File: config.mk
export PLATFORM = sky130hd
export DESIGN_NAME = clkdiv_channel
export DESIGN_NICKNAME = d
export VERILOG_FILES = /design/src/rtl/cdiv_pkg.sv /design/src/rtl/cdiv_cfg_regs.sv /design/src/rtl/cdiv_core.sv /design/src/rtl/cdiv_out_stage.sv /design/src/rtl/clkdiv_channel.sv
export SDC_FILE = /design/constraint.sdc
export NUM_CORES = 1
export LEC_CHECK = 0
export BUFFER_PORTS_ARGS = -buffer_cell sky130_fd_sc_hd__buf_4
export CAP_MARGIN = 10
export CORE_ASPECT_RATIO = 1.75
export CORE_UTILIZATION = 40
export DETAILED_ROUTE_END_ITERATION = 12
export GPL_TIMING_DRIVEN = 0
export SLEW_MARGIN = 0
export SYNTH_ARGS = -nofsm -noshare
export SYNTH_HDL_FRONTEND = slang
export SYNTH_SLANG_ARGS = --single-unit
File: constraint.sdc
create_clock -name clk -period 1.75 [get_ports clk]
set_clock_uncertainty 0.05 [all_clocks]
set_input_delay 0.175 -clock clk [delete_from_list [all_inputs] [get_ports clk]]
set_output_delay 0.175 -clock clk [all_outputs]
set_load 0.05 [all_outputs]
File: src/rtl/cdiv_pkg.sv
`timescale 1ns/1ps
package cdiv_pkg;
  localparam int FW = 4;

  typedef struct packed {
    logic [FW-1:0] hi;
    logic [FW-1:0] lo;
    logic [FW-1:0] ofs;
    logic          byp;
    logic          ign;
    logic          frc;
    logic          sth;
    logic          pdn;
  } cdiv_cfg_t;
endpackage

File: src/rtl/cdiv_cfg_regs.sv
`timescale 1ns/1ps
module cdiv_cfg_regs
  import cdiv_pkg::*;
#(
  parameter logic [FW-1:0] DEF_HIGH = 4'd7,
  parameter logic [FW-1:0] DEF_LOW  = 4'd7
) (
  input  logic       clk,
  input  logic       rst,
  input  logic       we,
  input  cdiv_cfg_t  d,
  output cdiv_cfg_t  q
);
  always_ff @(posedge clk) begin
    if (rst) begin
      q     <= '0;
      q.hi  <= DEF_HIGH;
      q.lo  <= DEF_LOW;
    end else if (we) begin
      q <= d;
    end
  end
endmodule

File: src/rtl/cdiv_core.sv
`timescale 1ns/1ps
module cdiv_core
  import cdiv_pkg::*;
(
  input  logic          clk,
  input  logic          rst,
  input  cdiv_cfg_t     cfg,
  input  logic          sync_req,
  output logic          lvl,
  output logic          run,
  output logic [FW-1:0] cnt
);
  logic          force_on;
  logic          hold;
  logic [FW-1:0] lim;

  // causes that park the counter
  assign force_on = cfg.ign & cfg.frc & ~cfg.pdn & ~cfg.byp;
  assign hold     = cfg.pdn | cfg.byp | (cfg.ign & cfg.frc) |
                    (sync_req & ~cfg.ign);

  always_ff @(posedge clk) begin
    if (rst) begin
      lvl <= 1'b0;
      run <= 1'b0;
      cnt <= '0;
      lim <= '0;
    end else if (hold) begin
      lvl <= force_on ? 1'b1 : cfg.sth;
      run <= 1'b0;
      cnt <= '0;
    end else if (!run) begin
      lvl <= cfg.sth;
      if (cnt == cfg.ofs) begin
        run <= 1'b1;
        cnt <= '0;
        lim <= cfg.sth ? cfg.hi : cfg.lo;
      end else begin
        cnt <= cnt + 1'b1;
      end
    end else if (cnt == lim) begin
      lvl <= ~lvl;
      cnt <= '0;
      lim <= lvl ? cfg.lo : cfg.hi;
    end else begin
      cnt <= cnt + 1'b1;
    end
  end
endmodule

File: src/rtl/cdiv_out_stage.sv
`timescale 1ns/1ps
module cdiv_out_stage
  import cdiv_pkg::*;
(
  input  logic      clk,
  input  cdiv_cfg_t cfg,
  input  logic      lvl,
  output logic      clk_out,
  output logic      out_en
);
  always_comb begin
    if (cfg.pdn)      clk_out = 1'b0;
    else if (cfg.byp) clk_out = clk;
    else              clk_out = lvl;
  end
  assign out_en = ~cfg.pdn;
endmodule

File: src/rtl/clkdiv_channel.sv
`timescale 1ns/1ps
module clkdiv_channel
  import cdiv_pkg::*;
#(
  parameter logic [FW-1:0] DEF_HIGH = 4'd7,
  parameter logic [FW-1:0] DEF_LOW  = 4'd7
) (
  input  logic          clk,
  input  logic          rst,
  input  logic          sync_req,
  input  logic          cfg_we,
  input  logic [FW-1:0] hi_cyc,
  input  logic [FW-1:0] lo_cyc,
  input  logic [FW-1:0] phase_ofs,
  input  logic          bypass,
  input  logic          sync_ign,
  input  logic          force_hi,
  input  logic          start_hi,
  input  logic          pwr_dn,
  output logic          clk_out,
  output logic          out_en
);
  cdiv_cfg_t     cfg_d;
  cdiv_cfg_t     cfg_r;
  logic          core_lvl;
  logic          core_run;
  logic [FW-1:0] core_cnt;

  always_comb begin
    cfg_d.hi  = hi_cyc;
    cfg_d.lo  = lo_cyc;
    cfg_d.ofs = phase_ofs;
    cfg_d.byp = bypass;
    cfg_d.ign = sync_ign;
    cfg_d.frc = force_hi;
    cfg_d.sth = start_hi;
    cfg_d.pdn = pwr_dn;
  end

  cdiv_cfg_regs #(.DEF_HIGH(DEF_HIGH), .DEF_LOW(DEF_LOW)) u_regs (
    .clk (clk), .rst (rst), .we (cfg_we), .d (cfg_d), .q (cfg_r)
  );

  cdiv_core u_core (
    .clk (clk), .rst (rst), .cfg (cfg_r), .sync_req (sync_req),
    .lvl (core_lvl), .run (core_run), .cnt (core_cnt)
  );

  cdiv_out_stage u_out (
    .clk (clk), .cfg (cfg_r), .lvl (core_lvl),
    .clk_out (clk_out), .out_en (out_en)
  );
endmodule

======== After elaboration in Yosys (flattened, before gate mapping) ========
Cells that the tools add are included.
word-level totals
  register bits ........................... 27
  input port bits ......................... 21
  output and inout bits ................... 2
  logic and storage cells ................. 48
operators by class
  bitwise gates (word level) .............. 12
  eq/ne operators ......................... 4
  reduce and logical (&&, ||, !) cells .... 3
  mux-type cells .......................... 16
  $add $sub $neg .......................... 1
operators by type and width
  cell                   number
  $mux W4                8
  $eq A4 B4 Y1           2
  $mux W1                8
  $not A1 Y1             5
  $add A4 B1 Y4 const B  1
  $and A1 B1 Y1          4
  $ne A3 B3 Y1 const B   1
  $or A1 B1 Y1           3
  $reduce_and A3 Y1      1
  $ne A2 B2 Y1 const B   1
  $reduce_bool A2 Y1     1
  $reduce_or A2 Y1       1

======== Depth between registers and ports, before layout ========
  depth in word-level cells ............... 5
  gate-level depth with buffers ........... 4
  mapped depth without buffers ............ 4

======== By module ========
A second synthesis with hierarchy kept.
second synthesis, totals
  cells, all modules ...................... 116
  area, all modules ....................... 1256.2 um^2
by module, submodules not included
  module          instances  cells each  area each (um^2)
  cdiv_cfg_regs   1          55          634.4
  cdiv_core       1          58          604.3
  cdiv_out_stage  1          3           17.5

==> impl_metrics.env <==
export IMPL_synth_net_count=142
export IMPL_max_slew_headroom_pct=62.4
export IMPL_post_synth_num_cell_types=31
export IMPL_ys_dominant_reg_cell="sky130_fd_sc_hd__dfxtp_1"
export IMPL_timing_reg2reg_worst_path_depth=4
export IMPL_worstSetupEndpointType="output pin"
export IMPL_global_route_usage_total_pct=19.6
export IMPL_synth_top_cells_by_count="27 x sky130_fd_sc_hd__dfxtp_1, 16 x sky130_fd_sc_hd__mux2i_1, 15 x sky130_fd_sc_hd__nor2_1"
export IMPL_reg2reg_from="u_regs.q[0]"
export IMPL_netlist_area_leader_share_pct=42.1
export IMPL_detail_route_antenna_nets=0
export IMPL_routed_wl_um=2890
export IMPL_largest_net_degree_at_the_start_of_global_routing=15
export IMPL_yosys_cell_count_top_type="sky130_fd_sc_hd__dfxtp_1"
export IMPL_clockPowerShare_pct=35.1
export IMPL_hold_class="primary input to flip-flop"
export IMPL_synth_warnings=0
export IMPL_start_kind="clock port"
export IMPL_flow_area_growth_from_synthesis_pct=39.8
export IMPL_reg2reg_to="u_core.lim[1]"
export IMPL_combPwrFrac_pct=21.7
export IMPL_drt_first_pass_iters=4
export IMPL_timing_worst_setup_path_type="clock port to output pin"
export IMPL_min_delay_path_depth=3
export IMPL_ys_async_sr_fraction_pct=0
export IMPL_post_drt_wl_per_cell_um=13.7
export IMPL_finalWeightedCongestion=0.814
export IMPL_finish_utilization_pct=60.0
export IMPL_cts_tree="done"
export IMPL_fin_setup_tns_ns=0
export IMPL_synth_edff_count=0
export IMPL_p_leak_nw=0.781
export IMPL_globalRouteOverflowTotal=0
export IMPL_synth_avg_cell_area_um2=10.7
export IMPL_worstPathArrival_ns=1.46
export IMPL_design_die_area_um2=3450
export IMPL_grt_first_pass_wirelength_um=4710
export IMPL_die_h_um=77.0
export IMPL_cp_endpoint="clk_out"
export IMPL_critPathLaunch="clk"
export IMPL_internal_power_mw=1.16
export IMPL_finalSetupViolCount=0
export IMPL_ports_placed_on_the_boundary=23
export IMPL_netSwitchingFraction_pct=28.1
export IMPL_worst_ep_required_time_ns=1.52
export IMPL_fp_row_count=26
export IMPL_peakVddDrop_v=0.000531
export IMPL_core_area_um2=2990
export IMPL_rsz0062_at_grt="no"
export IMPL_viasPerCell=4.95
export IMPL_final_layout_size_suffix_gt1_share_pct=29.2
export IMPL_remaining_drc_errors=0
export IMPL_power_density_nw_per_um2=897
export IMPL_die_w_um=44.8
export IMPL_netlist_instances=120
export IMPL_initial_core_util_pct=42.9
export IMPL_initialDrtViolationCount=31
export IMPL_reg2reg_setup_slack_ns=0.13
export IMPL_insertion_delay_ns=0.38
export IMPL_timing_worst_slew_pin_value_ns=0.563
export IMPL_synth_ff_latch_count=27
export IMPL_net_switching_power_mw=0.452
export IMPL_syn_area_um2=1280
export IMPL_cts_reportedPaths_clkPinSlew_ns=0.09
export IMPL_run_status="complete, no violations"
export IMPL_place_detailed_hpwl_um=2080
export IMPL_synth_largest_area_cell="sky130_fd_sc_hd__dfxtp_1"
export IMPL_synth_sequential_area_ratio_pct=42.1
export IMPL_number_of_antenna_violations_at_the_first_check_in_global_routing=0
export IMPL_via_count=1039
export IMPL_n_antenna_cell=0
export IMPL_grt_pass1_vias=1091
export IMPL_crit_fanout=2
export IMPL_pwr_share_seq_pct=43.2
export IMPL_drv_slew=0
export IMPL_report_final_hold_viol_count=0
export IMPL_max_cap_violations=0
export IMPL_port_buffers=22
export IMPL_synth_area_top_cells="sky130_fd_sc_hd__dfxtp_1 42%, sky130_fd_sc_hd__mux2i_1 12%, sky130_fd_sc_hd__xor2_1 6.1%, sky130_fd_sc_hd__nor2_1 4.4%, sky130_fd_sc_hd__a211o_1 4.1%"
export IMPL_layout_nets=191
## power groups by stage
stage / Sequential, mW / Combinational (mW) / Clock (mW)
3_5_place_dp: 0.709 / 0.304 / 0.0349
2_1_floorplan: 0.699 / 0.224 / 0.0268
5_1_grt: 0.701 / 0.381 / 0.607
6_report: 0.696 / 0.350 / 0.565
4_1_cts: 0.696 / 0.338 / 0.577
3_3_place_gp: 0.709 / 0.293 / 0.0349
## worst min path at each step
| stage | startpoint | to | slack, ns |
|---|---|---|---|
| after floorplan | rst | u_regs.q[13] | 0.22 |
| after global placement | hi_cyc[0] | u_regs.q[13] | 0.34 |
| after detailed placement | lo_cyc[2] | u_regs.q[11] | 0.34 |
| after CTS | rst | u_core.cnt[1] | 0.09 |
| after global routing | cfg_we | u_regs.q[9] | 0.1 |
| final | rst | u_core.cnt[1] | 0.09 |
## flip-flops by register name, indices dropped and copies added, names as in the netlist
signal,cells
u_core.run,1
u_regs.q,17
u_core.cnt,4
u_core.lvl,1
u_core.lim,4
## metal layers
layer  vias to the layer above  wire, um  track usage (%)
li1                        527         -                -
met1                       480      1180             19.6
met2                        25      1550             33.1
met3                         7        85             5.41
met4                         0        70             13.3
met5                         -         0                0
## cell type report
cell class	instances	area, um2
buffer	4	17.5
clock buffer	8	93.8
fill	273	1200
inverter	3	11.3
multi-input combinational	86	733
sequential	27	541
tap	42	52.6
timing repair buffer	40	348
## cell usage in the layout (no fill, tap or decap), drive strengths merged
| cell | n |
|---|---|
| dfxtp | 27 |
| buf | 25 |
| dlygate4sd3 | 19 |
| mux2i | 16 |
| nor2 | 15 |
| xor2 | 9 |
| nor2b | 8 |
| clkbuf | 8 |
| a211o | 6 |
| a211oi | 5 |
| nor3 | 5 |
| a221oi | 4 |
| nor4 | 4 |
| inv | 3 |
| or2 | 2 |
| and2 | 1 |
| a22o | 1 |
| a21oi | 1 |
| mux2 | 1 |
| or3 | 1 |
| nand3 | 1 |
| nand2b | 1 |
| a22oi | 1 |
| o41ai | 1 |
| a21o | 1 |
| xnor2 | 1 |
| ha | 1 |
## worst max-delay path, stage by stage
cell,delay (ns)
sky130_fd_sc_hd__clkbuf_8,0.11
sky130_fd_sc_hd__clkbuf_8,0.12
sky130_fd_sc_hd__mux2i_1,0.12
sky130_fd_sc_hd__nor2_1,0.05
sky130_fd_sc_hd__buf_4,0.19
## metrics by stage
step,power (mW),setup slack [ns],area (um2),hold WS (ns),instances
final,1.61,0.0617,1800,0.0942,210
after global routing,1.69,0.0175,1800,0.0990,210
after CTS,1.61,0.0473,1780,0.0936,210
after detailed placement,1.05,0.117,1500,0.339,184
after global placement,1.04,0.147,1500,0.336,184
after floorplan,0.950,0.288,1280,0.224,120
## kinds of logic after synthesis
family	after synthesis	share of synthesized area (%)
AOI/OAI and AO/OA	20	14.6
xor gates and xnor gates	10	6.82
adders and majority gates	1	0.974
buffers and inverters	7	2.24
DFF	27	42.1
muxes	17	13.3
and+or+nand+nor	38	20.0
## repair_timing
action | CTS | global route
hold buffers | 19 | 0
hold endpoints to repair | 17 | 0
resized for setup | 0 | 2
endpoints found under the setup margin | 0 | 8
setup buffers | 0 | 0
No activity file was read; power rests on OpenSTA's default activity.
